### src/rtl/pdm_rx_pkg.sv
package pdm_rx_pkg;

    localparam int PCM_W = 16;

    // Phase of the internally generated PDM clock
    typedef enum logic {
        PH_LOW  = 1'b0,
        PH_HIGH = 1'b1
    } pdm_phase_t;

    // Output serializer states
    typedef enum logic {
        SER_IDLE = 1'b0,
        SER_SEND = 1'b1
    } ser_state_t;

endpackage

### src/rtl/pdm_clk_gen.sv
module pdm_clk_gen
    import pdm_rx_pkg::*;
#(
    parameter int DIV_W = 8,
    parameter int LOG_R = 6
) (
    input  logic             clk,
    input  logic             rst_n,
    input  logic             enable,
    input  logic [DIV_W-1:0] div,
    input  logic             dsr_mode,
    input  logic             clk_inv,
    output logic             pdm_clk_o,
    output logic             rise_ev,
    output logic             fall_ev,
    output logic             frame_ev
);
    localparam int DCNT_W = LOG_R + 1;
    localparam logic [DCNT_W-1:0] LAST_SHORT = DCNT_W'((1 << LOG_R) - 1);
    localparam logic [DCNT_W-1:0] LAST_LONG  = DCNT_W'((1 << (LOG_R + 1)) - 1);

    pdm_phase_t        ph_q;
    logic [DIV_W-1:0]  cnt_q;
    logic [DCNT_W-1:0] dcnt_q;
    logic              run_q;
    logic              tick;
    logic [DCNT_W-1:0] last_period;

    assign tick        = enable && (cnt_q == div);
    assign last_period = dsr_mode ? LAST_LONG : LAST_SHORT;

    // Phase state register and half-period counter
    always_ff @(posedge clk or negedge rst_n) begin
        if (!rst_n) begin
            ph_q   <= PH_LOW;
            cnt_q  <= '0;
            dcnt_q <= '0;
            run_q  <= 1'b0;
        end else if (!enable) begin
            ph_q   <= PH_LOW;
            cnt_q  <= '0;
            dcnt_q <= '0;
            run_q  <= 1'b0;
        end else begin
            run_q <= 1'b1;
            if (tick) begin
                cnt_q <= '0;
                unique case (ph_q)
                    PH_LOW:  ph_q <= PH_HIGH;
                    PH_HIGH: begin
                        ph_q   <= PH_LOW;
                        dcnt_q <= (dcnt_q == last_period) ? '0 : dcnt_q + 1'b1;
                    end
                    default: ph_q <= PH_LOW;
                endcase
            end else begin
                cnt_q <= cnt_q + 1'b1;
            end
        end
    end

    // Event outputs
    always_comb begin
        rise_ev   = 1'b0;
        fall_ev   = 1'b0;
        unique case (ph_q)
            PH_LOW:  rise_ev = tick;
            PH_HIGH: fall_ev = tick;
            default: ;
        endcase
        frame_ev  = fall_ev && (dcnt_q == last_period);
        pdm_clk_o = run_q && ((ph_q == PH_HIGH) ^ clk_inv);
    end

    // a phase change only ever follows a full half-period count
    a_r2_half_period: assert property (@(posedge clk) disable iff (!rst_n)
        (enable && $past(enable) && (ph_q != $past(ph_q))) |-> ($past(cnt_q) == $past(div)));

endmodule

### src/rtl/pdm_cic3.sv
module pdm_cic3
    import pdm_rx_pkg::*;
#(
    parameter int LOG_R = 6
) (
    input  logic             clk,
    input  logic             rst_n,
    input  logic             clr,
    input  logic             in_ev,
    input  logic             in_bit,
    input  logic             dsr_mode,
    input  logic             dec_ev,
    output logic [PCM_W-1:0] pcm_o
);
    localparam int ACC_W    = 3 * (LOG_R + 1) + 2;
    localparam int SH_SHORT = 3 * LOG_R - (PCM_W - 1);
    localparam int SH_LONG  = 3 * (LOG_R + 1) - (PCM_W - 1);
    localparam logic signed [ACC_W-1:0] PMAX = ACC_W'((1 << (PCM_W - 1)) - 1);
    localparam logic signed [ACC_W-1:0] PMIN = ~PMAX;

    logic signed [ACC_W-1:0] x;
    logic signed [ACC_W-1:0] i1_q, i2_q, i3_q;
    logic signed [ACC_W-1:0] d1_q, d2_q, d3_q;
    logic signed [ACC_W-1:0] c1, c2, c3, scaled;
    logic        [PCM_W-1:0] sat;

    always_comb begin
        x      = in_bit ? ACC_W'(1) : '1;
        c1     = i3_q - d1_q;
        c2     = c1 - d2_q;
        c3     = c2 - d3_q;
        scaled = dsr_mode ? (c3 >>> SH_LONG) : (c3 >>> SH_SHORT);
        if (scaled > PMAX)      sat = PMAX[PCM_W-1:0];
        else if (scaled < PMIN) sat = PMIN[PCM_W-1:0];
        else                    sat = scaled[PCM_W-1:0];
    end

    always_ff @(posedge clk or negedge rst_n) begin
        if (!rst_n) begin
            {i1_q, i2_q, i3_q} <= '0;
            {d1_q, d2_q, d3_q} <= '0;
            pcm_o              <= '0;
        end else if (clr) begin
            {i1_q, i2_q, i3_q} <= '0;
            {d1_q, d2_q, d3_q} <= '0;
            pcm_o              <= '0;
        end else begin
            if (in_ev) begin
                i1_q <= i1_q + x;
                i2_q <= i2_q + i1_q;
                i3_q <= i3_q + i2_q;
            end
            if (dec_ev) begin
                d1_q  <= i3_q;
                d2_q  <= c1;
                d3_q  <= c2;
                pcm_o <= sat;
            end
        end
    end

endmodule

### src/rtl/pdm_out_ser.sv
module pdm_out_ser
    import pdm_rx_pkg::*;
#(
    parameter int SLOTS = 8
) (
    input  logic                     clk,
    input  logic                     rst_n,
    input  logic                     enable,
    input  logic                     ld_ev,
    input  logic [SLOTS-1:0]         ld_mask,
    input  logic [SLOTS*PCM_W-1:0]   samples_i,
    output logic                     out_valid,
    input  logic                     out_ready,
    output logic [PCM_W-1:0]         out_data,
    output logic [$clog2(SLOTS)-1:0] out_idx,
    output logic                     overflow
);
    localparam int IDX_W = $clog2(SLOTS);

    ser_state_t        st_q, st_d;
    logic [SLOTS-1:0]  pend_q;
    logic [PCM_W-1:0]  hold_q [SLOTS];
    logic [IDX_W-1:0]  cur;
    logic              hs, last_hs, free, load;

    always_comb begin
        cur = '0;
        for (int k = SLOTS - 1; k >= 0; k--) begin
            if (pend_q[k]) cur = IDX_W'(k);
        end
        hs      = (st_q == SER_SEND) && out_ready;
        last_hs = hs && (pend_q == (SLOTS'(1) << cur));
        free    = (st_q == SER_IDLE) || last_hs;
        load    = ld_ev && free && (ld_mask != '0);
    end

    // Next-state logic
    always_comb begin
        st_d = st_q;
        unique case (st_q)
            SER_IDLE: if (load) st_d = SER_SEND;
            SER_SEND: if (last_hs && !load) st_d = SER_IDLE;
            default:  st_d = SER_IDLE;
        endcase
    end

    // State register
    always_ff @(posedge clk or negedge rst_n) begin
        if (!rst_n)       st_q <= SER_IDLE;
        else if (!enable) st_q <= SER_IDLE;
        else              st_q <= st_d;
    end

    // Pending set and overflow flag
    always_ff @(posedge clk or negedge rst_n) begin
        if (!rst_n) begin
            pend_q   <= '0;
            overflow <= 1'b0;
        end else if (!enable) begin
            pend_q   <= '0;
            overflow <= 1'b0;
        end else begin
            if (load)    pend_q <= ld_mask;
            else if (hs) pend_q <= pend_q & ~(SLOTS'(1) << cur);
            if (ld_ev && !free) overflow <= 1'b1;
        end
    end

    // Sample buffer, written only when a period is accepted
    always_ff @(posedge clk) begin
        if (load) begin
            for (int k = 0; k < SLOTS; k++) hold_q[k] <= samples_i[k*PCM_W +: PCM_W];
        end
    end

    // Outputs
    always_comb begin
        out_valid = 1'b0;
        unique case (st_q)
            SER_IDLE: out_valid = 1'b0;
            SER_SEND: out_valid = 1'b1;
            default:  out_valid = 1'b0;
        endcase
        out_data = hold_q[cur];
        out_idx  = cur;
    end

    // a stalled sample is held
    a_r10_hold: assert property (@(posedge clk) disable iff (!rst_n || !enable)
        (out_valid && !out_ready) |=> (out_valid && $stable(out_data) && $stable(out_idx)));

    // a period that arrives while busy raises the flag
    a_r11_flag_on_drop: assert property (@(posedge clk) disable iff (!rst_n || !enable)
        (out_valid && !out_ready && ld_ev) |=> overflow);

    // the flag is sticky while enabled
    a_r11_sticky: assert property (@(posedge clk) disable iff (!rst_n || !enable)
        overflow |=> overflow);

endmodule

### src/rtl/pdm_multi_rx.sv
module pdm_multi_rx
    import pdm_rx_pkg::*;
#(
    parameter int N_LINES = 4,
    parameter int DIV_W   = 8,
    parameter int LOG_R   = 6
) (
    input  logic                       clk,
    input  logic                       rst_n,
    input  logic                       enable,
    input  logic [DIV_W-1:0]           clk_div,
    input  logic                       dsr_mode,
    input  logic                       stereo,
    input  logic [2*N_LINES-1:0]       slot_mask,
    input  logic                       clk_inv,
    output logic                       pdm_clk_o,
    input  logic [N_LINES-1:0]         pdm_data_i,
    output logic                       out_valid,
    input  logic                       out_ready,
    output logic [15:0]                out_data,
    output logic [$clog2(N_LINES)-1:0] out_line,
    output logic                       out_slot,
    output logic                       overflow
);
    localparam int SLOTS = 2 * N_LINES;
    localparam int IDX_W = $clog2(SLOTS);

    logic                     rise_ev, fall_ev, frame_ev;
    logic                     dec_q, ld_q;
    logic [N_LINES-1:0]       sync1_q, sync2_q;
    logic [SLOTS-1:0]         eff_mask;
    logic [SLOTS*PCM_W-1:0]   pcm_bus;
    logic [IDX_W-1:0]         out_idx;

    // Stereo promotes a mask confined to line 0 to both of its slots
    assign eff_mask = (stereo && (slot_mask <= SLOTS'(3))) ? SLOTS'(3) : slot_mask;

    pdm_clk_gen #(.DIV_W(DIV_W), .LOG_R(LOG_R)) clk_gen_i (
        .clk       (clk),
        .rst_n     (rst_n),
        .enable    (enable),
        .div       (clk_div),
        .dsr_mode  (dsr_mode),
        .clk_inv   (clk_inv),
        .pdm_clk_o (pdm_clk_o),
        .rise_ev   (rise_ev),
        .fall_ev   (fall_ev),
        .frame_ev  (frame_ev)
    );

    // Input synchronizer and period-end pipeline
    always_ff @(posedge clk or negedge rst_n) begin
        if (!rst_n) begin
            sync1_q <= '0;
            sync2_q <= '0;
            dec_q   <= 1'b0;
            ld_q    <= 1'b0;
        end else begin
            sync1_q <= pdm_data_i;
            sync2_q <= sync1_q;
            dec_q   <= enable && frame_ev;
            ld_q    <= enable && dec_q;
        end
    end

    // One decimator per slot: even index samples on the rise, odd on the fall
    for (genvar g = 0; g < SLOTS; g++) begin : g_slot
        logic slot_ev;
        if (g % 2 == 0) begin : g_right
            assign slot_ev = rise_ev;
        end else begin : g_left
            assign slot_ev = fall_ev;
        end
        pdm_cic3 #(.LOG_R(LOG_R)) cic_i (
            .clk      (clk),
            .rst_n    (rst_n),
            .clr      (!enable),
            .in_ev    (slot_ev),
            .in_bit   (sync2_q[g/2]),
            .dsr_mode (dsr_mode),
            .dec_ev   (dec_q),
            .pcm_o    (pcm_bus[g*PCM_W +: PCM_W])
        );
    end

    pdm_out_ser #(.SLOTS(SLOTS)) ser_i (
        .clk       (clk),
        .rst_n     (rst_n),
        .enable    (enable),
        .ld_ev     (ld_q),
        .ld_mask   (eff_mask),
        .samples_i (pcm_bus),
        .out_valid (out_valid),
        .out_ready (out_ready),
        .out_data  (out_data),
        .out_idx   (out_idx),
        .overflow  (overflow)
    );

    assign out_line = out_idx[IDX_W-1:1];
    assign out_slot = out_idx[0];

    // after enable drops the block goes quiet
    a_r1_idle_quiet: assert property (@(posedge clk) disable iff (!rst_n)
        !enable |=> (!out_valid && !overflow && !pdm_clk_o));

    // only slots of the effective mask are ever presented
    a_r3_enabled_slot: assert property (@(posedge clk) disable iff (!rst_n || !enable)
        out_valid |-> eff_mask[{out_line, out_slot}]);

endmodule

### config.mk
export PLATFORM = sky130hd
export DESIGN_NAME = pdm_multi_rx
export DESIGN_NICKNAME = d
export VERILOG_FILES = /design/src/rtl/pdm_rx_pkg.sv /design/src/rtl/pdm_clk_gen.sv /design/src/rtl/pdm_cic3.sv /design/src/rtl/pdm_out_ser.sv /design/src/rtl/pdm_multi_rx.sv
export SDC_FILE = /design/constraint.sdc
export NUM_CORES = 2
export LEC_CHECK = 0
export CORE_ASPECT_RATIO = 0.7
export CORE_MARGIN = 2
export CORE_UTILIZATION = 39
export CTS_CLUSTER_SIZE = 25
export DETAILED_ROUTE_END_ITERATION = 8
export DONT_BUFFER_PORTS = 1
export GPL_TIMING_DRIVEN = 0
export PLACE_DENSITY = 0.61
export RECOVER_POWER = 25
export SLEW_MARGIN = 20
export SYNTH_ARGS = -nofsm -noshare
export SYNTH_HDL_FRONTEND = slang
export SYNTH_SLANG_ARGS = --single-unit
export TNS_END_PERCENT = 1
### constraint.sdc
create_clock -name clk -period 8.46 [get_ports clk]
set_clock_uncertainty 0.05 [all_clocks]
set_input_delay 0.423 -clock clk [delete_from_list [all_inputs] [get_ports clk]]
set_output_delay 0.423 -clock clk [all_outputs]
set_load 0.03 [all_outputs]
==> results.yml <==
outcome:
  status: "finished, violations left"
  violations: "capacitance limit, slew limit"
yosys:
  synth_edf_count: 128
  muxShareOfSynthArea_pct: 4.06
  synthDistinctLibCells: 99
  syn_nets: 12910
  synth-compound-area-share_pct: 18.9
  ys_seq_area_share_pct: 34.0
  synthCells: 11793
  yosysWarnings: 0
  synth_simple_gate_area_share_pct: 17.8
  synth_area_leaders: "dfrtp_1 30%, ha_1 13%, nand2_1 4.5%"
  synth_xor_area_share_pct: 7.49
  netlist_area_um2: 105000
  synthAdderAreaFrac_pct: 13.3
  synth_top_area_cell: "dfrtp_1"
  ys_ff_latch: 1397
  synthArstFlopShare_pct: 90.8
  netlist.area_leader.share_pct: 30.4
  synth_top_family_by_area: "compound AO/OA/AOI/OAI gates"
  synth-main-ff-cell: "dfrtp_1"
  syn_avg_cell_area_um2: 8.87
global_route:
  grt_usage_pct: 24.7
  grt_pass1_wl_um: 513000
  grt_use_met3_pct: 7.68
  met1_usage_pct: 37.8
  grt_max_degree: 216
  antenna_found_initial: 41
  gr-total-overflow: 0
  grt_pass1_vias: 78777
  top_usage_layer: "met1"
  gr-usage-met2_pct: 33.2
final_layout:
  final_cell_mix: "1269 x dfrtp_1, 1254 x nand2_1, 1050 x ha_1, 792 x inv_1, 779 x o21ai_0"
  fillers: 26280
  finalInstanceArea_um2: 115000
  final_nets: 13126
  post-route-util_pct: 43.2
  layout_commonest_cell: "dfrtp_1"
  synthToLayoutAreaGrowth_pct: 10.5
  layout-drive-gt1-share_pct: 3.95
critical_path:
  crit_arrival_ps: 8590
  cpPeakStageDelay_ps: 470
  cpMostUsedCell: "a21oi_1"
  critical_path.max_fanout: 10
  path_class: "flop to flop"
  critical_path_buf_inv_count: 2
  required_ps: 9150
  crit_family: "compound AO/OA/AOI/OAI gates"
  cp_slowest_cell: "dfrtp_1"
  cp-end-kind: "flop"
  start_kind: "flop"
pwr:
  max-vdd-ir-drop_uv: 154
  p_leak_uw: 0.0518
  pwr_density_cell_nw_per_um2: 137
floorplanning:
  die_w_um: 623
  dieArea_um2: 272000
  rows: 159
  start_util_pct: 39.1
  core-area_um2: 267000
  die_height_um: 437
  pin_count: 49
cts:
  path_clk_slew_ps: 60
  clk_latency_ps: 860
  htree_levels: 4
  cts_tree: "built"
  cts.sinks: 1397
  cts_buffer_depth: 4
  cts_buffers: 166
  ctsRootBufferMaster: "clkbuf_16"
detailed_routing:
  drc: 0
  routed_wl_um: 346000
  drtAntennaViolNets: 0
  vias: 87038
  wire_per_inst_um: 22.1
  via_per_inst: 5.55
  first_iter_violations: 9091
  drt_first_pass_iters: 6
sta:
  setup_viol: 0
  relSlewSlack_pct: -361
  hold_viol: 0
  worstMarginPinSlew_ps: 6920
  fin_crit_sh_pct: 93.3
  slew_violations: 234
  timing.fmax_mhz: 127
  period_minus_slack_ps: 7900
placed_design:
  placed_area_um2: 110000
  port_buffers: 0
  dp_hpwl_um: 268000
  place_congestion: 0.949
flow_run:
  drv_cap: 2
min_path:
  hold_path.class: "input pin to flop"
==> kinds of logic (layout without fill, tap and decap cells) <==
kind of cell	after synthesis	after routing
AND/OR/NAND/NOR	3784	3784
buffers and inverters	1219	1552
adder cells (fa/ha/maj)	1090	1090
AO/OA/AOI/OAI	3004	3004
flip-flops	1397	1397
multiplexers	421	421
other	0	14
XOR/XNOR	878	878
==> flip-flops by register name, indices dropped and copies added (netlist names) <==
| register | flops |
|---|---|
| sync2_q | 4 |
| sync1_q | 4 |
| g_slot.cic_i.i2_q | 184 |
| ser_i.pend_q | 8 |
| dec_q | 1 |
| clk_gen_i.run_q | 1 |
| g_slot.cic_i.d3_q | 184 |
| g_slot.cic_i.i1_q | 184 |
| g_slot.cic_i.pcm_o | 128 |
| ld_q | 1 |
| g_slot.cic_i.i3_q | 184 |
| ser_i.hold_q | 128 |
| g_slot.cic_i.d2_q | 184 |
| clk_gen_i.ph_q | 1 |
| clk_gen_i.cnt_q | 8 |
| ser_i.overflow | 1 |
| clk_gen_i.dcnt_q | 7 |
| ser_i.st_q | 1 |
| g_slot.cic_i.d1_q | 184 |
==> where the power goes <==
group / total [uW] / internal (uW) / switching, uW
Clock: 7540 / 4380 / 3160
Combinational: 1540 / 489 / 1050
Sequential: 6770 / 6760 / 13.5
==> final timing paths <==
kind | endpoint | from | depth (start not counted) | slack, ps
max | g_slot[6].cic_i.pcm_o[8]$_DFFE_PN0P_ | g_slot[6].cic_i.i3_q[0]$_DFFE_PN0P_ | 30 | 560
max in group asynchronous | g_slot[6].cic_i.d2_q[14]$_DFFE_PN0P_ | rst_n | 4 | 1290
max reg2reg | g_slot[6].cic_i.pcm_o[8]$_DFFE_PN0P_ | g_slot[6].cic_i.i3_q[0]$_DFFE_PN0P_ | 30 | 560
min reg2reg | sync2_q[0]$_DFF_PN0_ | sync1_q[0]$_DFF_PN0_ | 0 | 300
min in group asynchronous | g_slot[3].cic_i.pcm_o[6]$_DFFE_PN0P_ | rst_n | 2 | 2760
min | ser_i.pend_q[4]$_DFFE_PN0P_ | out_ready | 4 | 90
==> worst reg2reg max path: cells and delay by family, from the launching register on <==
kind,cells,cell delay [ps]
fa+ha+maj,4,1370
xor+xnor,4,1180
simple gates,4,580
buf+inv,2,330
flops,1,470
compound gates,16,3810
==> per-layer routing <==
layer	part of all wire, %	wire length (um)
met1	49	168000
met2	38	133000
met3	11	37400
met4	2.1	7160
met5	0.074	255
==> cell usage after synthesis, types with 58 or more instances <==
| master | n |
|---|---|
| a21o_1 | 255 |
| o31ai_1 | 63 |
| a211oi_1 | 88 |
| a22o_1 | 142 |
| nor2_1 | 637 |
| and2_1 | 355 |
| buf_1 | 58 |
| o211a_1 | 65 |
| or3_1 | 94 |
| dfrtp_1 | 1269 |
| xor2_1 | 344 |
| nor3_1 | 222 |
| ha_1 | 1050 |
| o21a_1 | 140 |
| clkbuf_1 | 350 |
| and3_1 | 96 |
| edfxtp_1 | 128 |
| a31oi_1 | 87 |
| nor2b_1 | 494 |
| nand2b_1 | 94 |
| nand3_1 | 287 |
| xnor2_1 | 523 |
| a21boi_0 | 191 |
| inv_1 | 797 |
| mux2i_1 | 403 |
| a221o_1 | 60 |
| o21bai_1 | 102 |
| nand2_1 | 1254 |
| o21ai_0 | 787 |
| a21oi_1 | 649 |
| o211ai_1 | 82 |
==> cell type report <==
class,instances,area [um^2],area share [%]
diodes,14,35.0,0.0303
plain buffers,419,1680,1.45
clock buffers,235,4780,4.14
clock inverters,50,683,0.591
inverters,800,3020,2.61
multi-input cells,9177,64500,55.8
flip-flops and latches,1397,35600,30.8
well taps,3542,4430,3.84
repair buffers,48,823,0.713
==> per-stage QoR <==
stage               hold slack, ps  cells  setup WS, ps  power, uW  TNS (ps)
finish                        91.9  15682           564      15900         0
global route                  80.1  15670         -31.7      16300     -39.4
CTS                           36.1  15665          15.8      15900         0
detailed placement            95.0  15362          96.1       8370         0
global placement               253  15335         -1050       8220   -130720
floorplan                     77.4  11793          1630       7770         0
==> timing repair <==
item,CTS,global route
setup endpoints to repair,0,30
hold buffers,18,0
resized for setup,0,14
buffers inserted,0,1
endpoints found under the hold margin,477,0
(Power assumes the default switching activity.)
